===== src/rtl/gpio4m_pkg.sv =====
package gpio4m_pkg;
   // Pin drive mode, encoded as {M0 bit, M1 bit}
   typedef enum logic [1:0] {
      MODE_QBIDIR = 2'b00,
      MODE_PUSHPL = 2'b01,
      MODE_INONLY = 2'b10,
      MODE_OPENDR = 2'b11
   } pin_mode_e;

   localparam logic [1:0] ADDR_DATA = 2'd0;
   localparam logic [1:0] ADDR_M0   = 2'd1;
   localparam logic [1:0] ADDR_M1   = 2'd2;
   localparam logic [1:0] ADDR_PINS = 2'd3;
endpackage


===== src/rtl/gpio4m_regs.sv =====
module gpio4m_regs
   import gpio4m_pkg::*;
#(
   parameter int unsigned W = 8
) (
   input  logic         clk,
   input  logic         rst_n,
   input  logic         bus_wr,
   input  logic [1:0]   bus_addr,
   input  logic [W-1:0] bus_wdata,
   input  logic [W-1:0] pin_val,
   output logic [W-1:0] bus_rdata,
   output logic [W-1:0] data_q,
   output logic [W-1:0] m0_q,
   output logic [W-1:0] m1_q
);
   localparam logic [W-1:0] ONES  = {W{1'b1}};
   localparam logic [W-1:0] ZEROS = '0;

   always_ff @(posedge clk or negedge rst_n) begin
      if (!rst_n) begin
         data_q <= ONES;
         m0_q   <= ONES;
         m1_q   <= ZEROS;
      end else if (bus_wr) begin
         case (bus_addr)
            ADDR_DATA: data_q <= bus_wdata;
            ADDR_M0:   m0_q   <= bus_wdata;
            ADDR_M1:   m1_q   <= bus_wdata;
            default:   ;
         endcase
      end
   end

   always_comb begin
      case (bus_addr)
         ADDR_DATA: bus_rdata = data_q;
         ADDR_M0:   bus_rdata = m0_q;
         ADDR_M1:   bus_rdata = m1_q;
         default:   bus_rdata = pin_val;
      endcase
   end
endmodule


===== src/rtl/gpio4m_sync.sv =====
module gpio4m_sync #(
   parameter int unsigned W      = 8,
   parameter int unsigned STAGES = 2
) (
   input  logic         clk,
   input  logic         rst_n,
   input  logic [W-1:0] d,
   output logic [W-1:0] q
);
   if (STAGES < 2) begin : g_bad_stages
      $error("gpio4m_sync: STAGES must be at least 2");
   end

   logic [W-1:0] stage_q [STAGES];

   always_ff @(posedge clk or negedge rst_n) begin
      if (!rst_n) begin
         for (int s = 0; s < STAGES; s++) stage_q[s] <= '0;
      end else begin
         stage_q[0] <= d;
         for (int s = 1; s < STAGES; s++) stage_q[s] <= stage_q[s-1];
      end
   end

   assign q = stage_q[STAGES-1];
endmodule


===== src/rtl/gpio4m_pin_drv.sv =====
module gpio4m_pin_drv
   import gpio4m_pkg::*;
#(
   parameter int unsigned PULSE_CYC = 2,
   parameter bit          DOUT_RST  = 1'b1
) (
   input  logic      clk,
   input  logic      rst_n,
   input  pin_mode_e mode,
   input  logic      dout,
   output logic      pd,
   output logic      spu,
   output logic      wpu
);
   localparam int unsigned CW = (PULSE_CYC > 1) ? $clog2(PULSE_CYC) : 1;
   localparam logic [CW-1:0] LOAD = CW'(PULSE_CYC - 1);

   logic boost;

   if (PULSE_CYC == 0) begin : g_no_boost
      assign boost = 1'b0;
   end else begin : g_boost
      logic          dout_d;
      logic [CW-1:0] cnt_q;
      logic          rise;

      assign rise = dout & ~dout_d;

      always_ff @(posedge clk or negedge rst_n) begin
         if (!rst_n) begin
            dout_d <= DOUT_RST;
            cnt_q  <= '0;
         end else begin
            dout_d <= dout;
            if (rise)              cnt_q <= LOAD;
            else if (cnt_q != '0)  cnt_q <= cnt_q - 1'b1;
         end
      end

      // The pulse covers the rising cycle plus PULSE_CYC-1 more cycles
      assign boost = dout & (rise | (cnt_q != '0));
   end

   always_comb begin
      pd  = 1'b0;
      spu = 1'b0;
      wpu = 1'b0;
      case (mode)
         MODE_QBIDIR: begin
            pd  = ~dout;
            wpu = dout;
            spu = boost;
         end
         MODE_PUSHPL: begin
            pd  = ~dout;
            spu = dout;
         end
         MODE_OPENDR: pd = ~dout;
         default: ;
      endcase
   end
endmodule


===== src/rtl/gpio4m_port.sv =====
module gpio4m_port
   import gpio4m_pkg::*;
#(
   parameter int unsigned W         = 8,
   parameter int unsigned PULSE_CYC = 2,
   parameter int unsigned SYNC_STG  = 2
) (
   input  logic         clk,
   input  logic         rst_n,
   input  logic         bus_wr,
   input  logic [1:0]   bus_addr,
   input  logic [W-1:0] bus_wdata,
   output logic [W-1:0] bus_rdata,
   input  logic [W-1:0] pad_in,
   output logic [W-1:0] pd_en,
   output logic [W-1:0] spu_en,
   output logic [W-1:0] wpu_en,
   output logic [W-1:0] pin_val
);
   if (W < 1 || W > 8) begin : g_bad_width
      $error("gpio4m_port: W must be 1 to 8");
   end
   if (PULSE_CYC > 16) begin : g_bad_pulse
      $error("gpio4m_port: PULSE_CYC above 16 is not supported");
   end

   logic [W-1:0] data_q, m0_q, m1_q;

   gpio4m_regs #(.W(W)) u_regs (
      .clk      (clk),
      .rst_n    (rst_n),
      .bus_wr   (bus_wr),
      .bus_addr (bus_addr),
      .bus_wdata(bus_wdata),
      .pin_val  (pin_val),
      .bus_rdata(bus_rdata),
      .data_q   (data_q),
      .m0_q     (m0_q),
      .m1_q     (m1_q)
   );

   gpio4m_sync #(.W(W), .STAGES(SYNC_STG)) u_sync (
      .clk  (clk),
      .rst_n(rst_n),
      .d    (pad_in),
      .q    (pin_val)
   );

   for (genvar i = 0; i < W; i++) begin : g_pin
      gpio4m_pin_drv #(.PULSE_CYC(PULSE_CYC), .DOUT_RST(1'b1)) u_drv (
         .clk  (clk),
         .rst_n(rst_n),
         .mode (pin_mode_e'({m0_q[i], m1_q[i]})),
         .dout (data_q[i]),
         .pd   (pd_en[i]),
         .spu  (spu_en[i]),
         .wpu  (wpu_en[i])
      );
   end
endmodule


===== config.mk =====
export PLATFORM = sky130hd
export DESIGN_NAME = gpio4m_port
export DESIGN_NICKNAME = d
export VERILOG_FILES = /design/src/rtl/gpio4m_pkg.sv /design/src/rtl/gpio4m_regs.sv /design/src/rtl/gpio4m_sync.sv /design/src/rtl/gpio4m_pin_drv.sv /design/src/rtl/gpio4m_port.sv
export SDC_FILE = /design/constraint.sdc
export NUM_CORES = 1
export LEC_CHECK = 0
export BUFFER_PORTS_ARGS = -buffer_cell sky130_fd_sc_hd__buf_4
export CORE_MARGIN = 5
export CORE_UTILIZATION = 35
export CTS_CLUSTER_SIZE = 16
export DETAILED_ROUTE_END_ITERATION = 7
export PLACE_DENSITY = 0.61
export SLEW_MARGIN = 30
export SYNTH_ARGS = -nofsm -noshare
export SYNTH_HDL_FRONTEND = slang
export SYNTH_SLANG_ARGS = --single-unit

===== constraint.sdc =====
create_clock -name clk -period 1.8 [get_ports clk]
set_input_delay 0.09 -clock clk [delete_from_list [all_inputs] [get_ports clk]]
set_output_delay 0.09 -clock clk [all_outputs]
set_load 0.01 [all_outputs]

Word-level counts from Yosys, hierarchy flattened
Cells that the tools add are included.
{ "totals": {"reg_bits": 56, "inputBits": 21, "output_inout_bits": 40, "word_cells": 148} }
{ "classes": {"n_addsub": 8, "eq_ne": 18, "muxes": 41, "bitwise": 40, "n_reduce_logical": 20} }
{ "op_table": {"columns": ["op", "n"], "rows": [
  ["$mux 1", 32],
  ["$pmux 8 s3", 1],
  ["$reduce_or 3->1", 8],
  ["$eq 2x1->1 const B", 9],
  ["$eq 2x2->1 const B", 9],
  ["$logic_not 2->1", 9],
  ["$and 1x1->1", 16],
  ["$not 1->1", 16],
  ["$pmux 1 s2", 8],
  ["$or 1x1->1", 8],
  ["$sub 1x1->1 const B", 8],
  ["$reduce_and 2->1", 3]
]} }

Longest topological paths before layout
{ "depth": {"depth_word": 5, "mapped_depth": 3, "mapped_depth_nobuf": 2} }

Modules after synthesis
A second synthesis with hierarchy kept.
{ "unflattened": {"cells_unflattened": 157, "hier_area_um2": 2308.5} }
{ "modules_own_cells": {"columns": ["mod", "instances", "cells_each", "area_per_inst_um2", "seq_area_each_um2"], "rows": [
  ["gpio4m_regs", 1, 61, 1167.4, 620.6],
  ["gpio4m_pin_drv", 8, 9, 85.1, 51.3],
  ["gpio4m_sync", 1, 24, 460.4, 400.4]
]} }

Worst setup path before layout
OpenSTA, ideal clock, no wires.
{ "synth_timing": {"path_kind": "reg-to-output", "start": "reg u_regs.m1_q[4]", "end": "out bus_rdata[4]", "arrival_ps": 927, "required_time_ps": 1710, "setup_slack_ps": 783, "stages_incl_launch_ff": 2, "path_cell_list": "dfrtp_1 -> mux4_1"} }
{ "synth_between": {"elab_chain_len": 1} }
{ "synth_lines": {"columns": ["element", "line_no", "source"], "rows": [
  ["start, declared", "gpio4m_regs.sv:15", "output logic [W-1:0] m1_q"],
  ["start signal, assigned", "gpio4m_regs.sv:29", "ADDR_M1: m1_q <= bus_wdata;"],
  ["$pmux 8 s3", "gpio4m_regs.sv:36", "case (bus_addr)"],
  ["end, declared", "gpio4m_port.sv:13", "output logic [W-1:0] bus_rdata,"]
]} }
Every way passes these cells.

Worst setup path in the final report
Same ends and word-level chain as after synthesis.

==> flow_metrics.py <==
metrics = {
    "route": {
        "num_vias": 1385,
        "wirelength_um": 4620,
        "dr.pass1.iters": 4,
        "drtIter0Drc": 27,
        "drc": 0,
        "wl_per_cell_um": 14.4,
        "ant_nets": 0,
        "via_per_inst": 4.33,
    },
    "pwr": {
        "p_per_area_mw_per_mm2": 1040,
        "power.leakage_nw": 1.37,
        "max-vdd-ir-drop_v": 0.000340,
    },
    "clock_tree": {
        "cts_resized": 0,
        "cts_made_buffers": 5,
        "post-cts-setup-buffer-count": 0,
        "cts_hold_buf": 9,
        "htree_num_levels": 2,
        "clkTransAtPathRegs_ps": 90,
        "clock-sinks": 56,
        "clockBufferDepth": 2,
        "cts-root-buf": "clkbuf_8",
        "cts_tree": "yes",
        "insertion_delay_ps": 300,
    },
    "placement": {
        "dpl-instance-area_mm2": 0.00281,
        "hpwl_um": 3150,
        "place_congestion": 0.692,
        "place_inst": 303,
        "numPortBuffers": 60,
    },
    "yosys": {
        "synth_compound_area_frac": 0.0351,
        "ys_seq_elements": 56,
        "synth_top_family_by_area": "multiplexers",
        "synthCells": 181,
        "synth_xor_area_frac": 0,
        "yosys_warnings": 0,
        "synthAdderAreaFrac": 0,
        "muxShareOfSynthArea": 0.192,
        "synth-seq-area-share": 0.573,
        "synthSimpleGateAreaFrac": 0.0751,
        "synthesis.nets": 202,
        "syn_area_mm2": 0.00250,
        "syn_area_per_cell_um2": 13.8,
        "ys_types": 15,
    },
    "finish": {
        "finalNonFillerCells": 320,
        "layout-drive-gt1-share": 0.522,
        "areaGrowthSynthToFinish_pct": 19.7,
        "num_antenna_cells": 0,
        "finalInstanceArea_mm2": 0.00299,
        "fillCellCount": 643,
        "nNetsFinal": 244,
    },
    "setup_path": {
        "required_ps": 1710,
        "path_class": "flop to output pin",
        "path_delay_family": "multiplexers",
        "worstPathMaxFanout": 5,
        "startpoint_type": "flop",
        "end_kind": "output pin",
        "cpPeakStageDelay_ps": 530,
        "critPathBufInv": 1,
        "worstPathCellList": "mux4_1 -> buf_4",
        "worst_ep_arrival_time_ps": 1420,
        "slowest_stage": "mux4_1",
    },
    "global_routing": {
        "track_usage": 0.110,
        "gr-total-overflow": 0,
        "grt_max_degree": 57,
        "grt_antenna_before_repair": 0,
        "grt_pass1_vias": 1416,
        "grt_pass1_wl_um": 7320,
    },
    "outcome": {
        "status": "completed",
    },
    "die": {
        "die_x_um": 94.5,
        "ios": 61,
        "initial_core_util": 0.364,
        "die_h_um": 94.5,
        "die_area_mm2": 0.00893,
        "coreArea_mm2": 0.00687,
        "placement_rows": 30,
    },
    "sta": {
        "max_freq_ghz": 0.660,
        "hold_violations": 0,
        "maxSlewViolCount": 0,
        "setup_viol": 0,
        "fin_skew_ps": 4.67,
        "slew_headroom": 0.540,
        "period_share": 0.842,
        "rsz0062_at_grt": "false",
        "finalCriticalPeriod_ps": 1510,
        "setup-tns-final_ps": 0,
        "tightest_slew_ps": 690,
    },
    "min_path": {
        "hp-class": "input port to flop",
    },
    "job": {
        "maxCapViolCount": 0,
    },
}
[through the flow]
step	util	worst slack, ps	total power [W]	hold WS (ps)
2_1_floorplan	-	783	0.00221	-206
3_3_place_gp	0.409	476	0.00242	184
3_5_place_dp	0.409	455	0.00244	180
4_1_cts	0.435	251	0.00317	17.9
5_1_grt	0.435	212	0.00329	17.4
6_report	0.435	285	0.00310	29.3
[power breakdown]
| group | internal (W) | switching, W | total [W] |
|---|---|---|---|
| Clock | 0.000315 | 0.000377 | 0.000691 |
| Combinational | 0.000432 | 0.000307 | 0.000739 |
| Sequential | 0.00152 | 0.000147 | 0.00167 |
[cell families (layout without fill, tap and decap cells)]
| kind of cell | after synthesis | in the layout |
|---|---|---|
| AO/OA/AOI/OAI | 16 | 16 |
| AND/OR/NAND/NOR | 29 | 29 |
| flip-flops | 56 | 56 |
| multiplexers | 32 | 32 |
| buffers and inverters | 48 | 91 |
[cells in the mapped netlist]
cell type | count | area (um2)
dfrtp_1 | 32 | 801
nor2_1 | 10 | 37.5
mux4_1 | 8 | 210
nand2b_1 | 8 | 50.1
mux2_2 | 24 | 270
a31oi_1 | 6 | 37.5
inv_1 | 14 | 52.6
nand3b_4 | 1 | 20.0
nand3b_2 | 1 | 11.3
buf_6 | 1 | 11.3
a21oi_1 | 10 | 50.1
nor2b_1 | 8 | 50.1
nor3b_4 | 1 | 18.8
buf_4 | 33 | 248
dfstp_2 | 24 | 631
[layer usage]
layer | GRT usage | up-vias | routed length, um
met5 | 0 | - | 0
met4 | 0.0397 | 0 | 69
met3 | 0.0382 | 7 | 261
met2 | 0.184 | 33 | 2370
met1 | 0.130 | 676 | 1920
li1 | - | 669 | -
[final cells by class]
cell class                      count  area, um2  area share
Clock buffer                        8       90.1      0.0301
Inverter                           14       52.6      0.0176
Multi-Input combinational cell     77        756       0.253
Sequential cell                    56       1430       0.479
Tap cell                           96        120      0.0402
Timing Repair Buffer               69        541       0.181
[layout by cell type, fill, tap and decap left out]
| cell | Yosys | final |
|---|---|---|
| clkbuf_8 | 0 | 6 |
| mux2_2 | 24 | 24 |
| buf_4 | 33 | 60 |
| nor2b_1 | 8 | 8 |
| nand2b_1 | 8 | 8 |
| nor2_1 | 10 | 10 |
| clkbuf_1 | 0 | 2 |
| nand3b_4 | 1 | 1 |
| a31oi_1 | 6 | 6 |
| nor3b_4 | 1 | 1 |
| dfstp_2 | 24 | 24 |
| dlygate4sd3_1 | 0 | 9 |
| dfrtp_1 | 32 | 32 |
| mux4_1 | 8 | 8 |
| nand3b_2 | 1 | 1 |
| inv_1 | 14 | 14 |
| a21oi_1 | 10 | 10 |
[state kept, by name, indices dropped and copies added (netlist names)]
signal,cells
u_regs.m0_q,8
g_pin.u_drv.g_boost.cnt_q,8
g_pin.u_drv.g_boost.dout_d,8
u_regs.data_q,8
u_sync.stage_q,8
u_regs.m1_q,8
u_sync.q,8
[worst paths after layout]
| check | start | to | slack [ps] | cells past startpoint |
|---|---|---|---|---|
| setup reg to reg | u_regs.m1_q[3] | u_regs.m1_q[3] | 1000 | 1 |
| max in group asynchronous | rst_n | u_sync.stage_q[9] | 980 | 2 |
| hold reg to reg | u_sync.stage_q[15] | u_sync.q[7] | 350 | 0 |
| min in group asynchronous | rst_n | u_regs.m1_q[6] | 370 | 2 |
| setup / recovery | u_regs.m1_q[4] | bus_rdata[4] | 290 | 2 |
| hold / removal | bus_wdata[5] | u_regs.m1_q[5] | 30 | 2 |
No activity file was read; power rests on OpenSTA's default activity.
